$ cat src/rtl/memstrobe_pkg.sv
package memstrobe_pkg;

  typedef enum logic [1:0] {
    CYC_IDLE = 2'd0,
    CYC_REFR = 2'd1,
    CYC_ACC  = 2'd2
  } cyc_kind_e;

  // Context captured at a cycle boundary, held for the whole cycle
  typedef struct packed {
    cyc_kind_e kind;
    logic      wr;
    logic      a13;
    logic      rom_cs;
    logic      dram_rd;
  } cyc_ctx_t;

endpackage

$ cat src/rtl/ms_rst_sync.sv
module ms_rst_sync #(
  parameter int STAGES = 2
) (
  input  logic clk,
  input  logic arst_n,
  input  logic sclr,
  output logic rst_n_o
);

  logic [STAGES-1:0] q_q;
  logic [STAGES-1:0] q_nxt;

  always_comb begin
    q_nxt[0] = ~sclr;
    for (int i = 1; i < STAGES; i++) begin
      q_nxt[i] = q_q[i-1] & ~sclr;
    end
  end

  always_ff @(posedge clk or negedge arst_n) begin
    if (!arst_n) begin
      q_q <= '0;
    end else begin
      q_q <= q_nxt;
    end
  end

  assign rst_n_o = q_q[STAGES-1];

endmodule

$ cat src/rtl/ms_phase_seq.sv
module ms_phase_seq
  import memstrobe_pkg::*;
#(
  parameter int              PHASES  = 16,
  parameter int              PH_W    = $clog2(PHASES),
  parameter int              ADDR_W  = 21,
  parameter int              SEL_BIT = 13,
  parameter logic [ADDR_W-1:0] WIN0_LO = 'h000010,
  parameter logic [ADDR_W-1:0] WIN0_HI = 'h00FFFF,
  parameter logic [ADDR_W-1:0] WIN1_LO = 'h1F0000,
  parameter logic [ADDR_W-1:0] WIN1_HI = 'h1FFFFF
) (
  input  logic              clk,
  input  logic              rst_n,
  input  logic              req_valid,
  input  logic [ADDR_W-1:0] req_addr,
  input  logic              req_write,
  input  logic              req_idrom,
  input  logic              boot_ram,
  input  logic              refresh_req,
  output logic [PH_W-1:0]   ph_nxt,
  output cyc_ctx_t          ctx_nxt
);

  localparam logic [PH_W-1:0] PH_LAST = PH_W'(PHASES - 1);

  logic [PH_W-1:0] ph_q;
  cyc_ctx_t        ctx_q;
  logic            boundary;
  logic            win_hit;
  logic            cs_hit;

  function automatic logic in_win(input logic [ADDR_W-1:0] a,
                                  input logic [ADDR_W-1:0] lo,
                                  input logic [ADDR_W-1:0] hi);
    return ({1'b0, a} >= {1'b0, lo}) && ({1'b0, a} <= {1'b0, hi});
  endfunction

  assign boundary = (ph_q == PH_LAST);
  assign win_hit  = in_win(req_addr, WIN0_LO, WIN0_HI) |
                    in_win(req_addr, WIN1_LO, WIN1_HI);
  assign cs_hit   = ~req_write & ~boot_ram & win_hit;

  always_comb begin
    ph_nxt = boundary ? '0 : ph_q + PH_W'(1);
  end

  always_comb begin
    ctx_nxt = ctx_q;
    if (boundary) begin
      ctx_nxt = '{kind: CYC_IDLE, default: 1'b0};
      if (refresh_req) begin
        ctx_nxt.kind = CYC_REFR;
      end else if (req_valid) begin
        ctx_nxt.kind    = CYC_ACC;
        ctx_nxt.wr      = req_write;
        ctx_nxt.a13     = req_addr[SEL_BIT];
        ctx_nxt.rom_cs  = cs_hit;
        ctx_nxt.dram_rd = ~req_write & ~cs_hit & ~req_idrom;
      end
    end
  end

  always_ff @(posedge clk or negedge rst_n) begin
    if (!rst_n) begin
      ph_q  <= '0;
      ctx_q <= '{kind: CYC_IDLE, default: 1'b0};
    end else begin
      ph_q  <= ph_nxt;
      ctx_q <= ctx_nxt;
    end
  end

endmodule

$ cat src/rtl/ms_strobe_dec.sv
module ms_strobe_dec
  import memstrobe_pkg::*;
#(
  parameter int PHASES    = 16,
  parameter int PH_W      = $clog2(PHASES),
  parameter int ROW_TICKS = 5
) (
  input  logic            clk,
  input  logic            rst_n,
  input  logic [PH_W-1:0] ph_nxt,
  input  cyc_ctx_t        ctx_nxt,
  output logic            ras_n,
  output logic            oe_n,
  output logic            we_n,
  output logic            refresh_act,
  output logic            romsel_n,
  output logic            acc_start
);

  localparam logic [PH_W-1:0] PH_LAST = PH_W'(PHASES - 1);
  localparam logic [PH_W-1:0] ROW_END = PH_W'(ROW_TICKS);

  logic row_ph, is_acc, is_ref;
  logic ras_d, oe_d, we_d, ref_d, rom_d, start_d;

  always_comb begin
    row_ph  = (ph_nxt < ROW_END);
    is_acc  = (ctx_nxt.kind == CYC_ACC);
    is_ref  = (ctx_nxt.kind == CYC_REFR);
    ras_d   = ~((is_acc | is_ref) & row_ph);
    oe_d    = ~(is_acc & ctx_nxt.dram_rd & ~row_ph);
    we_d    = ~(is_acc & ctx_nxt.wr & ~row_ph & (ph_nxt != PH_LAST));
    ref_d   = is_ref;
    start_d = is_acc & (ph_nxt == '0);
    if (is_acc) begin
      rom_d = row_ph ? ~ctx_nxt.rom_cs : ctx_nxt.a13;
    end else begin
      rom_d = 1'b1;
    end
  end

  always_ff @(posedge clk or negedge rst_n) begin
    if (!rst_n) begin
      ras_n       <= 1'b1;
      oe_n        <= 1'b1;
      we_n        <= 1'b1;
      refresh_act <= 1'b0;
      romsel_n    <= 1'b1;
      acc_start   <= 1'b0;
    end else begin
      ras_n       <= ras_d;
      oe_n        <= oe_d;
      we_n        <= we_d;
      refresh_act <= ref_d;
      romsel_n    <= rom_d;
      acc_start   <= start_d;
    end
  end

endmodule

$ cat src/rtl/ms_clk_div.sv
module ms_clk_div #(
  parameter int DIV = 8
) (
  input  logic clk,
  input  logic rst_n,
  input  logic div_sel,
  output logic clk_div
);

  localparam int              CW   = $clog2(DIV);
  localparam logic [CW-1:0]   LAST = CW'(DIV - 1);
  localparam logic [CW-1:0]   HALF = CW'(DIV / 2);

  logic [CW-1:0] cnt_q;
  logic [CW-1:0] cnt_nxt;
  logic          out_d;

  always_comb begin
    cnt_nxt = (cnt_q == LAST) ? '0 : cnt_q + CW'(1);
    out_d   = div_sel & (cnt_nxt >= HALF);
  end

  always_ff @(posedge clk or negedge rst_n) begin
    if (!rst_n) begin
      cnt_q   <= '0;
      clk_div <= 1'b0;
    end else begin
      cnt_q   <= cnt_nxt;
      clk_div <= out_d;
    end
  end

endmodule

$ cat src/rtl/memstrobe_gen.sv
module memstrobe_gen
  import memstrobe_pkg::*;
#(
  parameter int PHASES    = 16,
  parameter int ROW_TICKS = 5,
  parameter int ADDR_W    = 21,
  parameter int SEL_BIT   = 13,
  parameter int DIV       = 8,
  parameter int SYNC_ST   = 2
) (
  input  logic              clk,
  input  logic              rst_n,
  input  logic              req_valid,
  input  logic [ADDR_W-1:0] req_addr,
  input  logic              req_write,
  input  logic              req_idrom,
  input  logic              boot_ram,
  input  logic              refresh_req,
  input  logic              soft_reset,
  input  logic              ext_reset_n,
  input  logic              div_sel,
  output logic              ras_n,
  output logic              oe_n,
  output logic              we_n,
  output logic              refresh_act,
  output logic              romsel_n,
  output logic              acc_start,
  output logic              busrst_n,
  output logic              clk_div
);

  localparam int PH_W = $clog2(PHASES);

  logic            rst_i_n;
  logic            bus_arst_n;
  logic [PH_W-1:0] ph_nxt;
  cyc_ctx_t        ctx_nxt;

  assign bus_arst_n = rst_n & ext_reset_n;

  ms_rst_sync #(.STAGES(SYNC_ST)) u_core_rst (
    .clk     (clk),
    .arst_n  (rst_n),
    .sclr    (1'b0),
    .rst_n_o (rst_i_n)
  );

  ms_rst_sync #(.STAGES(SYNC_ST)) u_bus_rst (
    .clk     (clk),
    .arst_n  (bus_arst_n),
    .sclr    (soft_reset),
    .rst_n_o (busrst_n)
  );

  ms_phase_seq #(
    .PHASES  (PHASES),
    .PH_W    (PH_W),
    .ADDR_W  (ADDR_W),
    .SEL_BIT (SEL_BIT)
  ) u_seq (
    .clk         (clk),
    .rst_n       (rst_i_n),
    .req_valid   (req_valid),
    .req_addr    (req_addr),
    .req_write   (req_write),
    .req_idrom   (req_idrom),
    .boot_ram    (boot_ram),
    .refresh_req (refresh_req),
    .ph_nxt      (ph_nxt),
    .ctx_nxt     (ctx_nxt)
  );

  ms_strobe_dec #(
    .PHASES    (PHASES),
    .PH_W      (PH_W),
    .ROW_TICKS (ROW_TICKS)
  ) u_dec (
    .clk         (clk),
    .rst_n       (rst_i_n),
    .ph_nxt      (ph_nxt),
    .ctx_nxt     (ctx_nxt),
    .ras_n       (ras_n),
    .oe_n        (oe_n),
    .we_n        (we_n),
    .refresh_act (refresh_act),
    .romsel_n    (romsel_n),
    .acc_start   (acc_start)
  );

  ms_clk_div #(.DIV(DIV)) u_div (
    .clk     (clk),
    .rst_n   (rst_i_n),
    .div_sel (div_sel),
    .clk_div (clk_div)
  );

endmodule

$ cat config.mk
export PLATFORM = sky130hd
export DESIGN_NAME = memstrobe_gen
export DESIGN_NICKNAME = d
export VERILOG_FILES = /design/src/rtl/memstrobe_pkg.sv /design/src/rtl/ms_rst_sync.sv /design/src/rtl/ms_phase_seq.sv /design/src/rtl/ms_strobe_dec.sv /design/src/rtl/ms_clk_div.sv /design/src/rtl/memstrobe_gen.sv
export SDC_FILE = /design/constraint.sdc
export NUM_CORES = 1
export LEC_CHECK = 0
export BUFFER_PORTS_ARGS = -buffer_cell sky130_fd_sc_hd__buf_2
export CORE_MARGIN = 4
export CORE_UTILIZATION = 47
export DETAILED_ROUTE_END_ITERATION = 10
export GPL_ROUTABILITY_DRIVEN = 0
export MAX_ROUTING_LAYER = met4
export PLACE_DENSITY = 0.88
export SLEW_MARGIN = 20
export SYNTH_ARGS = -nofsm -noshare
export SYNTH_HDL_FRONTEND = slang
export SYNTH_SLANG_ARGS = --single-unit
$ cat constraint.sdc
create_clock -name clk -period 0.9 [get_ports clk]
set_input_delay 0.09 -clock clk [delete_from_list [all_inputs] [get_ports clk]]
set_output_delay 0.09 -clock clk [all_outputs]
set_load 0.05 [all_outputs]
* Yosys cells after proc, flatten, opt, wreduce, memory -nomap -nowiden
Index checks and enable logic that the tools add are counted.
** Storage, ports and cells
- Bits in registers :: 24
- Input port bits :: 31
** Operators by class
- Add/sub/neg operators :: 2
- Magnitude comparators :: 5
- Equality and inequality tests :: 5
- Multiplexer cells :: 8
- Bitwise logic cells :: 26
- Reductions and logical operators :: 2
** Operators by type and width (number)
- $ge 21x21->1 const B :: 1
- $ge 21x5->1 const B :: 1
- $le 21x16->1 const B :: 1
- $and 1x1->1 :: 14
- $mux 6 :: 2
- $not 1->1 :: 10
- $mux 4 :: 2
- $add 4x1->4 const B :: 1
- $eq 4x4->1 const B :: 1
- $logic_not 4->1 :: 1
- $lt 4x3->1 const B :: 1
- $ne 4x4->1 const B :: 1
- $add 3x1->3 const B :: 1
- $eq 3x3->1 const B :: 1
- $ge 3x3->1 const B :: 1
- $mux 3 :: 1
- $eq 2x1->1 const B :: 1
- $eq 2x2->1 const B :: 1
- $mux 1 :: 2
- $mux 2 :: 1
- $or 1x1->1 :: 2
- $logic_and 1x1->1 :: 1

* Longest topological paths before layout
- Word-level depth :: 15
- Gate-level depth with buffers :: 8
- Mapped depth without buffers :: 8

* By module
Synthesis repeated with hierarchy kept, for this count alone.
** Unflattened totals
- Cell total of the unflattened synthesis :: 91
- Area, all modules :: 1013.5 um2
** By module, submodules not included
- ms_phase_seq :: instances 1, cells an instance 52, area an instance 474.2 um2, sequential area each 250.2 um2
- ms_strobe_dec :: instances 1, cells an instance 21, area an instance 274.0 um2, sequential area each 155.1 um2
- ms_clk_div :: instances 1, cells an instance 8, area an instance 135.1 um2, sequential area each 100.1 um2
- ms_rst_sync :: instances 2, cells an instance 4, area an instance 60.1 um2, sequential area each 50.0 um2
- memstrobe_gen :: instances 1, cells an instance 2, area an instance 10.0 um2, sequential area each 0.0 um2

* Worst setup path after synthesis
Ideal clock, no wire load.
- Path kind :: register to register
- Start point :: reg u_seq.ph_q[0]
- End point :: reg u_dec.we_n
- Library setup time :: 0.088 ns
- Arrival time :: 1.723 ns
- Data required time :: 0.812 ns
- Setup slack :: -0.911 ns
- Cell stages (with the launch flop) :: 9
- Buffers on the path :: 0
- Period minus slack after synthesis :: 1.811 ns
- Cell sequence :: dfrtp_1 -> ha_1 -> and3_1 -> and2_1 -> a21oi_1 -> inv_1 -> ha_1 -> nand2_1 -> or3b_1
** RTL lines
- start: declaration :: line ms_phase_seq.sv:27 : logic [PH_W-1:0] ph_q;
- start signal: assignment :: line ms_phase_seq.sv:69 : ph_q <= ph_nxt;
- end signal: assignment :: line ms_strobe_dec.sv:53 : we_n <= we_d;
- end: declaration :: line ms_strobe_dec.sv:14 : output logic we_n,

==> metrics <==
cells after synthesis=89; grt ovf=0; largest family of logic cells by synthesized area=simple AND/OR/NAND/NOR gates; switching share of power=between 20 and 25%; TritonRoute pass-1 iters=4; final net count=slightly below 200; GR peak layer=met2; dpl cells=~170; Post-Route WL=3430 um; r2r endpoint=u_dec.ras_n$_DFF_PN1_; Die Ht=approximately 55 um; max cap viols=0; root buf cell=clkbuf_4; RSZ-0062 raised after global routing=yes; initial antenna violation count=0; drt wl/cell=between 15 and 20 um; Synth Area in Compound Gates=under 10%; adder-cell share of the synthesized area=8.43%; Final min period=around 1.6 ns; count of final setup violators=26; register area share after synthesis=between 50% and 60%; largest net degree at the start of global routing=21; Reg2Reg Depth=7; Total Routing Usage GR=25.5%; PortBufs=34; GR Util met1=28.6%; Antenna Diode Count=0; required time of the critical path=between 1 and 1.5 ns; DR vias=roughly 1000; Leakage=~0.00086 uW; Clock transition at path regs=about 0.13 ns; Clock Tree Buf Depth=2; fin crit share=182%; biggest area consumer among synthesized cells=dfrtp_1; syn_area_per_cell=11.7 sq um; top-area cell type share of the netlist area=between 40% and 50%; Post-Synth XOR/XNOR Area=less than 1%; leading post-synthesis cells by cell area=dfrtp_1, dfstp_2, ha_1; sequential fraction of design power=between 50% and 60%; num rows=16; Yosys cell types=29; WHS=~0.066 ns; CTS tree=yes; antenna violation net count after detailed routing=0; P_sw=489 uW; Num CTS Buffers=3; run status=finished with violations; Area Growth Syn to Fin=68.8%; Synth Cell Area=about 0.0010 sq mm; Tot Pwr=a little under 2000 uW; Comb power frac=around 15%; clock power share=around 29%; Chip Width=~55 um; crit start category=register; clk_lat worst skew=0.32 ns; final worst slack=-0.737 ns; failing checks=negative setup slack; Initial Utilization=approximately half; GR Util met2=between 40 and 50%; simple logic cell fraction of the synthesized area=22.3%; worst-path maximum fanout=3; multiplexer share of the synthesized area=0.964%; CP Class=register to register; clock sinks=24; die area=between 0.003 and 0.004 sq mm; first-pass GRT wire length=5000 um; setup slack, reg-to-reg=-0.74 ns; Synth warnings=0; Setup crit end=u_dec.ras_n$_DFF_PN1_; Hold WC Path Type=input pin to async pin; post-synthesis net count=between 100 and 150; CP startpoint=u_seq.ph_q[1]$_DFF_PN0_; I/O pin cnt=39; Max Slew Vio Count=0; layout cells sized above 1=between 60% and 70%; Cell Pwr Density=1130 mW/mm^2; Hold Fails Final Rpt=0; DRT iter0 DRCs=15; drt via density=between 5 and 6; Max H-tree Level=1; worst r2r src=u_seq.ph_q[1]$_DFF_PN0_; post-place setup slack=-0.720 ns; Fmax achieved=just over 600 MHz; Critical Path End Type=register; clock skew=0.00596 ns; Power Internal=approximately 1500 uW; Residual DRC=0; dpl hpwl=2050 um; grt met3 use=about 8.3%; worst vdd ir=between 1000 and 1500 uV; CP Data Arrival Time=about 1.9 ns; vias in the first global route=a little over 1000; final std cells w/o fill=approximately 180; Core ar.=slightly above 0.002 sq mm; Seq cells post-synth=24
-- cells by family (layout without fill, tap and decap cells) --
group	after synthesis	count (layout)
and+or+nand+nor	39	39
DFF	24	24
AOI/OAI and AO/OA	10	10
adders and majority gates	7	7
buffers and inverters	6	74
other	1	1
xor gates and xnor gates	1	1
muxes	1	1
-- what timing repair did --
action / CTS / global route
hold buffers: 4 / 0
endpoints found under the setup margin: 25 / 27
pin swaps: 3 / 1
resized for setup: 33 / 8
buffers inserted: 2 / 3
hold endpoints to repair: 7 / 0
-- state kept, by name (all words and copies together), names as in the netlist --
name               count
u_dec.we_n             1
u_core_rst.q_q         2
u_div.clk_div          1
u_dec.romsel_n         1
u_dec.refresh_act      1
u_bus_rst.q_q          2
u_div.cnt_q            3
u_seq.ph_q             4
u_dec.oe_n             1
u_dec.acc_start        1
u_dec.ras_n            1
u_seq.ctx_q            6
-- worst min-delay path by stage --
stage               slack [ns]                     endpoint  cells after the start   from
floorplan                -0.21  u_core_rst.q_q[0]$_DFF_PN0_                      0  rst_n
global placement         -0.12  u_core_rst.q_q[0]$_DFF_PN0_                      1  rst_n
detailed placement       -0.12  u_core_rst.q_q[0]$_DFF_PN0_                      1  rst_n
CTS                       0.07  u_core_rst.q_q[1]$_DFF_PN0_                      2  rst_n
global route              0.05  u_core_rst.q_q[1]$_DFF_PN0_                      2  rst_n
finish                    0.07  u_core_rst.q_q[0]$_DFF_PN0_                      2  rst_n
-- routing by layer --
metal / share of wire, % / wire (um) / up-vias
li1: - / - / 441
met4: 3.8 / 129 / 0
met1: 39 / 1330 / 477
met5: 0 / 0 / -
met3: 6.7 / 231 / 14
met2: 51 / 1740 / 50
-- synthesized netlist by cell type --
cell type	count
ha_1	7
nor2b_1	2
nor2_1	2
nand4b_1	1
nand3_1	5
o21ai_1	1
nand2b_1	1
and3_1	2
or3b_1	1
mux2i_1	1
or2_1	4
and2_1	4
nand2_1	10
a21oi_1	3
a2111oi_1	1
o21bai_1	1
dfstp_2	4
a22o_1	1
dfrtp_1	20
xor2_1	1
o211ai_1	1
o31ai_1	1
nor4_4	1
inv_1	6
nor4_1	4
conb_1	1
a21boi_0	1
or4_4	1
nor3_1	1
-- worst max-delay path, stage by stage (launching register included) --
cell and delay, ns:
dfrtp_2 0.44, ha_4 0.18, and3_4 0.18, and2_4 0.15
a21oi_4 0.13, inv_2 0.07, ha_4 0.24, or2_1 0.20
-- placed cells by master (no fill, tap or decap), types with 2 or more instances in the layout --
master         instances
and2_4                 2
nand2_1                5
buf_8                  4
dlygate4sd3_1          4
nor2b_1                2
ha_4                   3
dfrtp_2                2
dfstp_2                4
inv_1                  5
nand3_2                2
nor4_1                 4
buf_4                 25
clkbuf_4               3
nor2_2                 2
and2_1                 2
or2_1                  4
buf_2                 26
nand3_1                2
nand2_2                5
ha_1                   3
dfrtp_1               18
a21oi_4                2
buf_6                  5
-- final cells by class --
type	instances	area, sq um
inverters	6	22.5
repair buffers	64	474
flip-flops and latches	24	608
fillers	90	269
clock buffers	4	36.3
well taps	27	33.8
multi-input cells	59	578
-- power by group through the flow --
stage / Clock [uW] / Sequential (uW) / Combinational, uW
after floorplan: 0 / 1190 / 43.2
after global placement: 0 / 1140 / 207
after detailed placement: 0 / 1140 / 221
after CTS: 567 / 1120 / 268
after global routing: 643 / 1130 / 307
final: 572 / 1120 / 290
-- per-stage QoR --
stage | instance area [sq um] | setup TNS, ns | utilization (%)
final | 1750 | -9.29 | 86.7
after global routing | 1750 | -10.34 | 86.7
after CTS | 1690 | -8.68 | 83.7
after detailed placement | 1470 | -7.18 | 72.9
after global placement | 1470 | -6.57 | 72.9
after floorplan | 1110 | -5.90 | -
(Power assumes the default switching activity.)
